## src/rtl/iqdet_pkg.sv

```systemverilog
package iqdet_pkg;

    // Position of a sample within the four-step quarter-cycle pattern
    typedef enum logic [1:0] {
        QP_POS_I = 2'd0,
        QP_POS_Q = 2'd1,
        QP_NEG_I = 2'd2,
        QP_NEG_Q = 2'd3
    } qpos_e;

    // Per-sample control handed from the phase tracker to the datapath
    typedef struct packed {
        logic valid;   // sample accepted this cycle
        logic quad;    // sample is a quadrature sample
        logic negate;  // sample belongs to the inverted half
    } slot_t;

    function automatic qpos_e qpos_next(qpos_e p);
        case (p)
            QP_POS_I: return QP_POS_Q;
            QP_POS_Q: return QP_NEG_I;
            QP_NEG_I: return QP_NEG_Q;
            default:  return QP_POS_I;
        endcase
    endfunction

    function automatic logic qpos_is_quad(qpos_e p);
        return (p == QP_POS_Q) || (p == QP_NEG_Q);
    endfunction

    function automatic logic qpos_is_negated(qpos_e p);
        return (p == QP_NEG_I) || (p == QP_NEG_Q);
    endfunction

endpackage

```

## src/rtl/iqdet_phase.sv

```systemverilog
module iqdet_phase
    import iqdet_pkg::*;
(
    input  logic  clk,
    input  logic  rst,
    input  logic  resync,
    input  logic  in_valid,
    output slot_t slot
);

    qpos_e pos_q;
    qpos_e pos_now;

    // A resync makes the sample on the same edge the in-phase one
    always_comb begin
        pos_now = resync ? QP_POS_I : pos_q;
    end

    always_ff @(posedge clk) begin
        if (rst) begin
            pos_q <= QP_POS_I;
        end else if (in_valid) begin
            pos_q <= qpos_next(pos_now);
        end else if (resync) begin
            pos_q <= QP_POS_I;
        end
    end

    always_comb begin
        slot.valid  = in_valid;
        slot.quad   = qpos_is_quad(pos_now);
        slot.negate = qpos_is_negated(pos_now);
    end


    resync_home_chk: assert property (@(posedge clk) disable iff (rst)
        resync && !in_valid |=> pos_q == QP_POS_I);


    resync_sample_chk: assert property (@(posedge clk) disable iff (rst)
        resync && in_valid |=> pos_q == QP_POS_Q);


    idle_hold_chk: assert property (@(posedge clk) disable iff (rst)
        !in_valid && !resync |=> $stable(pos_q));


    advance_chk: assert property (@(posedge clk) disable iff (rst)
        in_valid && !resync |=> pos_q == qpos_next($past(pos_q)));

endmodule

```

## src/rtl/iqdet_signfix.sv

```systemverilog
module iqdet_signfix
    import iqdet_pkg::*;
#(
    parameter int SAMPLE_W = 14
) (
    input  logic                  clk,
    input  logic                  rst,
    input  slot_t                 slot,
    input  logic [SAMPLE_W-1:0]   sample,
    output logic signed [SAMPLE_W:0] corr
);

    localparam int EXT_W = SAMPLE_W + 1;

    logic signed [EXT_W-1:0] ext;

    always_comb begin
        ext  = {sample[SAMPLE_W-1], sample};
        corr = slot.negate ? -ext : ext;
    end


    no_overflow_chk: assert property (@(posedge clk) disable iff (rst)
        slot.valid && slot.negate && (sample != '0)
            |-> corr[SAMPLE_W] != sample[SAMPLE_W-1]);

endmodule

```

## src/rtl/iqdet_pair.sv

```systemverilog
module iqdet_pair
    import iqdet_pkg::*;
#(
    parameter int SAMPLE_W = 14
) (
    input  logic                     clk,
    input  logic                     rst,
    input  slot_t                    slot,
    input  logic signed [SAMPLE_W:0] corr,
    output logic                     pair_valid,
    output logic signed [SAMPLE_W:0] pair_i,
    output logic signed [SAMPLE_W:0] pair_q
);

    logic signed [SAMPLE_W:0] i_hold;
    logic                     have_i;

    always_ff @(posedge clk) begin
        if (rst) begin
            i_hold <= '0;
            have_i <= 1'b0;
        end else if (slot.valid) begin
            if (!slot.quad) begin
                i_hold <= corr;
                have_i <= 1'b1;
            end else begin
                have_i <= 1'b0;
            end
        end
    end

    always_comb begin
        pair_valid = slot.valid && slot.quad;
        pair_i     = i_hold;
        pair_q     = corr;
    end


    pair_has_i_chk: assert property (@(posedge clk) disable iff (rst)
        pair_valid |-> have_i);

endmodule

```

## src/rtl/iqdet_avg.sv

```systemverilog
module iqdet_avg #(
    parameter int SAMPLE_W = 14,
    parameter int AVG_LOG2 = 2
) (
    input  logic                     clk,
    input  logic                     rst,
    input  logic                     clear,
    input  logic                     pair_valid,
    input  logic signed [SAMPLE_W:0] pair_i,
    input  logic signed [SAMPLE_W:0] pair_q,
    output logic                     out_valid,
    output logic signed [SAMPLE_W:0] out_i,
    output logic signed [SAMPLE_W:0] out_q
);

    localparam int VAL_W = SAMPLE_W + 1;
    localparam int ACC_W = VAL_W + AVG_LOG2;

    generate
        if (AVG_LOG2 == 0) begin : g_direct
            always_ff @(posedge clk) begin
                if (rst) begin
                    out_valid <= 1'b0;
                    out_i     <= '0;
                    out_q     <= '0;
                end else begin
                    out_valid <= pair_valid;
                    if (pair_valid) begin
                        out_i <= pair_i;
                        out_q <= pair_q;
                    end
                end
            end
        end else begin : g_accum
            logic signed [ACC_W-1:0] acc_i, acc_q;
            logic signed [ACC_W-1:0] sum_i, sum_q;
            logic signed [ACC_W-1:0] sh_i, sh_q;
            logic [AVG_LOG2-1:0]     cnt;
            logic                    last;

            always_comb begin
                sum_i = acc_i + {{AVG_LOG2{pair_i[SAMPLE_W]}}, pair_i};
                sum_q = acc_q + {{AVG_LOG2{pair_q[SAMPLE_W]}}, pair_q};
                sh_i  = sum_i >>> AVG_LOG2;
                sh_q  = sum_q >>> AVG_LOG2;
                last  = (cnt == {AVG_LOG2{1'b1}});
            end

            always_ff @(posedge clk) begin
                if (rst) begin
                    acc_i     <= '0;
                    acc_q     <= '0;
                    cnt       <= '0;
                    out_valid <= 1'b0;
                    out_i     <= '0;
                    out_q     <= '0;
                end else begin
                    out_valid <= 1'b0;
                    if (clear) begin
                        acc_i <= '0;
                        acc_q <= '0;
                        cnt   <= '0;
                    end else if (pair_valid) begin
                        if (last) begin
                            acc_i     <= '0;
                            acc_q     <= '0;
                            cnt       <= '0;
                            out_valid <= 1'b1;
                            out_i     <= sh_i[VAL_W-1:0];
                            out_q     <= sh_q[VAL_W-1:0];
                        end else begin
                            acc_i <= sum_i;
                            acc_q <= sum_q;
                            cnt   <= cnt + 1'b1;
                        end
                    end
                end
            end


            dump_on_last_chk: assert property (@(posedge clk) disable iff (rst)
                out_valid |-> $past(pair_valid) && ($past(cnt) == {AVG_LOG2{1'b1}}));


            clear_empty_chk: assert property (@(posedge clk) disable iff (rst)
                clear |=> cnt == '0);
        end
    endgenerate

endmodule

```

## src/rtl/iq_sample_detector.sv

```systemverilog
module iq_sample_detector
    import iqdet_pkg::*;
#(
    parameter int SAMPLE_W = 14,
    parameter int AVG_LOG2 = 2
) (
    input  logic                clk,
    input  logic                rst,
    input  logic                resync,
    input  logic                in_valid,
    input  logic [SAMPLE_W-1:0] in_sample,
    output logic                out_valid,
    output logic [SAMPLE_W:0]   out_i,
    output logic [SAMPLE_W:0]   out_q
);

    slot_t                    slot;
    logic signed [SAMPLE_W:0] corr;
    logic                     pair_valid;
    logic signed [SAMPLE_W:0] pair_i, pair_q;
    logic signed [SAMPLE_W:0] avg_i, avg_q;

    iqdet_phase u_phase (
        .clk      (clk),
        .rst      (rst),
        .resync   (resync),
        .in_valid (in_valid),
        .slot     (slot)
    );

    iqdet_signfix #(.SAMPLE_W(SAMPLE_W)) u_signfix (
        .clk    (clk),
        .rst    (rst),
        .slot   (slot),
        .sample (in_sample),
        .corr   (corr)
    );

    iqdet_pair #(.SAMPLE_W(SAMPLE_W)) u_pair (
        .clk        (clk),
        .rst        (rst),
        .slot       (slot),
        .corr       (corr),
        .pair_valid (pair_valid),
        .pair_i     (pair_i),
        .pair_q     (pair_q)
    );

    iqdet_avg #(.SAMPLE_W(SAMPLE_W), .AVG_LOG2(AVG_LOG2)) u_avg (
        .clk        (clk),
        .rst        (rst),
        .clear      (resync),
        .pair_valid (pair_valid),
        .pair_i     (pair_i),
        .pair_q     (pair_q),
        .out_valid  (out_valid),
        .out_i      (avg_i),
        .out_q      (avg_q)
    );

    assign out_i = avg_i;
    assign out_q = avg_q;


    reset_quiet_chk: assert property (@(posedge clk)
        rst |=> !out_valid);


    single_pulse_chk: assert property (@(posedge clk) disable iff (rst)
        out_valid |=> !out_valid);


    out_after_q_chk: assert property (@(posedge clk) disable iff (rst)
        out_valid |-> $past(in_valid) && !$past(resync));

endmodule

```

## config.mk

```make
export PLATFORM = sky130hd
export DESIGN_NAME = iq_sample_detector
export DESIGN_NICKNAME = d
export VERILOG_FILES = /design/src/rtl/iqdet_pkg.sv /design/src/rtl/iqdet_phase.sv /design/src/rtl/iqdet_signfix.sv /design/src/rtl/iqdet_pair.sv /design/src/rtl/iqdet_avg.sv /design/src/rtl/iq_sample_detector.sv
export SDC_FILE = /design/constraint.sdc
export NUM_CORES = 1
export LEC_CHECK = 0
export ABC_AREA = 1
export BUFFER_PORTS_ARGS = -buffer_cell sky130_fd_sc_hd__buf_4
export CORE_MARGIN = 2
export CORE_UTILIZATION = 50
export CTS_BUF_LIST = sky130_fd_sc_hd__clkbuf_2 sky130_fd_sc_hd__clkbuf_4 sky130_fd_sc_hd__clkbuf_8
export DETAILED_ROUTE_END_ITERATION = 10
export GPL_TIMING_DRIVEN = 0
export MAX_ROUTING_LAYER = met4
export PLACE_DENSITY = 0.69
export REMOVE_ABC_BUFFERS = 1
export SLEW_MARGIN = 20
export SYNTH_ARGS = -nofsm -noshare
export SYNTH_HDL_FRONTEND = slang
export SYNTH_SLANG_ARGS = --single-unit
```

## constraint.sdc

```tcl
create_clock -name clk -period 5.8 [get_ports clk]
set_input_delay 0.29 -clock clk [delete_from_list [all_inputs] [get_ports clk]]
set_output_delay 0.29 -clock clk [all_outputs]
set_load 0.1 [all_outputs]
```

==> results.tsv <==
metric	value	unit
final_cell_mix	nand2_1, nor2_1, inv_1, dfxtp_1, a21oi_1	
worst_slew_pin_slew	0.7340	ns
cts_tree	built	
cp.arrival	2.87	ns
antenna_found_initial	0	
hold_viol	0	
drt_iter0_markers	156	
clk_path_buf_depth	2	
maxCapViolCount	0	
status	complete, no violations	
crit_chain	inv_1 > nor2_4 > inv_2 > nor2_1 > xor2_1 > ha_1 > a21oi_1 > nand2_1 > nand2_1 > nand3_1 > nand2_1 > nand3b_1 > nand2_1 > nand2_1 > o211ai_1 > inv_1	
cts.sinks	84	
syn_area	0.005240	sq mm
first_pass_iters	4	
synth_top_cell_by_area	dfxtp_1	
final.min_clock_period	2.607	ns
p_leak	3.085	nW
worstSetupEndpointType	register	
grt_overflow	0	
vias	4807	
rsz0062_at_grt	no	
hold_class	in2reg	
vdd_drop_max	0.09458	mV
yosys.area.top_type_share	32.09	%
rows	37	
port_buffers	48	
path_clk_slew	0.10	ns
core	0.01023	sq mm
worst-path-max-fanout	13	
layout_commonest_cell	nand2_1	
max_stage_delay	0.33	ns
crit_required	6.06	ns
fin_nets	872	
yosysWarnings	0	
grt_pass1_wl	20.94	mm
hpwl	8.986	mm
multi_input_area	0.003073	sq mm
layout-drive-gt1-share	12.55	%
crit_top_cell	nand2_1	
netlist_instances	779	
drv_slew	0	
avgSynthCellArea	6.727	sq um
die_y	106.4	microns
worstSetupPathType	reg2reg	
fillers	983	
track_usage	23.65	%
yosys_register_bits	84	
die_w	106.4	microns
seq_area_frac_synth	32.09	%
antenna_left	0	
grt_max_degree	44	
cts_setup_buffers	0	
wl_per_cell	12.75	microns
cp_top_family	simple AND/OR/NAND/NOR gates	
crit_buf_inv	3	
initial_core_util	51.22	%
synth.area.top_cells	dfxtp_1, nand2_1, ha_1, nor2_1, inv_1	
reg2reg_from	u_phase.pos_q[1]	
critPathLaunch	u_phase.pos_q[1]	
cts-root-buf	clkbuf_8	
setup_violations	0	
syn2layout_area_growth	12.80	%
gp_congestion	0.9053	
place_ws	3.109	ns
insertion_delay	0.37	ns
insertedDiodeCount	0	
relSlewSlack	51.00	%
cts_max_level	3	
grt_pass1_vias	4719	
fin_ws	3.193	ns
crit_slowest_cell	dfxtp_1	
start_kind	register	
hold_buffers	0	
period_share	44.94	%
synth_cell_types	38	
powerDensity	203.8	mW/mm^2
drc_errors	0	
hp-start	in_valid	
vias_per_cell	5.023	
regArea	0.001682	sq mm
fmax	383.6	MHz
finClkSkew	0.01347	ns
finalSetupTns	0	ns
cts_made_buffers	9	
cts.repair.resized	0	
io_pins	49	
wirelength	12.20	mm
dieArea	0.01131	sq mm
area by class of cell:
type / count / area share [%]
Multi-Input combinational cell: 569 / 51.99
Inverter: 103 / 6.562
Clock buffer: 9 / 2.096
Tap cell: 136 / 2.879
Sequential cell: 84 / 28.45
Clock inverter: 7 / 1.461
Timing Repair Buffer: 49 / 6.562
logic make-up after synthesis:
logic type      synth area share (%)
fa+ha+maj                      9.360
buf+inv                        9.360
simple gates                   30.49
compound gates                 14.02
xor+xnor                       4.680
flops                          32.09
metal layers:
metal	GRT usage, %	vias to the layer above	share of wire (%)
li1	-	2544	-
met1	27.55	2166	45
met2	41.53	76	50
met3	3.250	21	3.3
met4	8.553	0	1.8
met5	-	-	0
final timing paths:
kind                                          endpoint  slack, ns  depth (start not counted)
worst max-delay path                    u_avg.out_q[8]       3.19                         16
worst min-delay path                  u_phase.pos_q[0]       0.21                          3
worst max register to register          u_avg.out_q[8]       3.19                         16
worst min register to register  u_avg.g_accum.acc_i[9]       0.47                          2
cell usage after synthesis, drive strengths merged:
master,count
a211oi,1
dfxtp,84
inv,102
buf,14
nand3,40
nor2,106
a21o,11
nand4,5
o21bai,3
and2,1
clkbuf,9
o21ai,47
nor3,5
clkinv,1
o211ai,3
or2,1
nand3b,8
fa,2
xnor2,9
a21oi,64
nand2,204
ha,36
nor4,3
xor2,19
o22ai,1
power by group:
group	switching (W)	internal (W)	leakage (nW)	total [W]
Combinational	0.0000982	0.0000528	2.30	0.000151
Sequential	0.00000812	0.000588	0.681	0.000596
Clock	0.000248	0.000210	0.105	0.000458
Total	0.000354	0.000850	3.08	0.00120
worst reg2reg max path, cell delays in order (launching register included):
cell and delay [ns]:
dfxtp_1 0.33, inv_1 0.06, nor2_4 0.26, inv_2 0.12, nor2_1 0.14, xor2_1 0.24
ha_1 0.32, a21oi_1 0.16, nand2_1 0.12, nand2_1 0.08, nand3_1 0.15, nand2_1 0.12
nand3b_1 0.09, nand2_1 0.10, nand2_1 0.05, o211ai_1 0.11, inv_1 0.05
state kept, by name, indices dropped and copies added (netlist names):
register / cells
u_avg.out_q: 15
u_phase.pos_q: 2
u_avg.out_i: 15
u_avg.g_accum.cnt: 2
u_pair.pair_i: 15
u_avg.g_accum.acc_i: 17
u_avg.out_valid: 1
u_avg.g_accum.acc_q: 17
metrics by stage:
stage	instances	utilization (%)	total power [W]	hold WS, ns	cell area (sq um)
floorplan	756	-	0.0007097	0.3567	5136
global placement	940	55.39	0.0007548	0.4516	5667
detailed placement	941	55.72	0.0007598	0.4623	5700
CTS	957	57.77	0.001218	0.2014	5911
global route	957	57.77	0.001258	0.2250	5911
finish	957	57.77	0.001205	0.2127	5911
No activity file was read; power rests on OpenSTA's default activity.
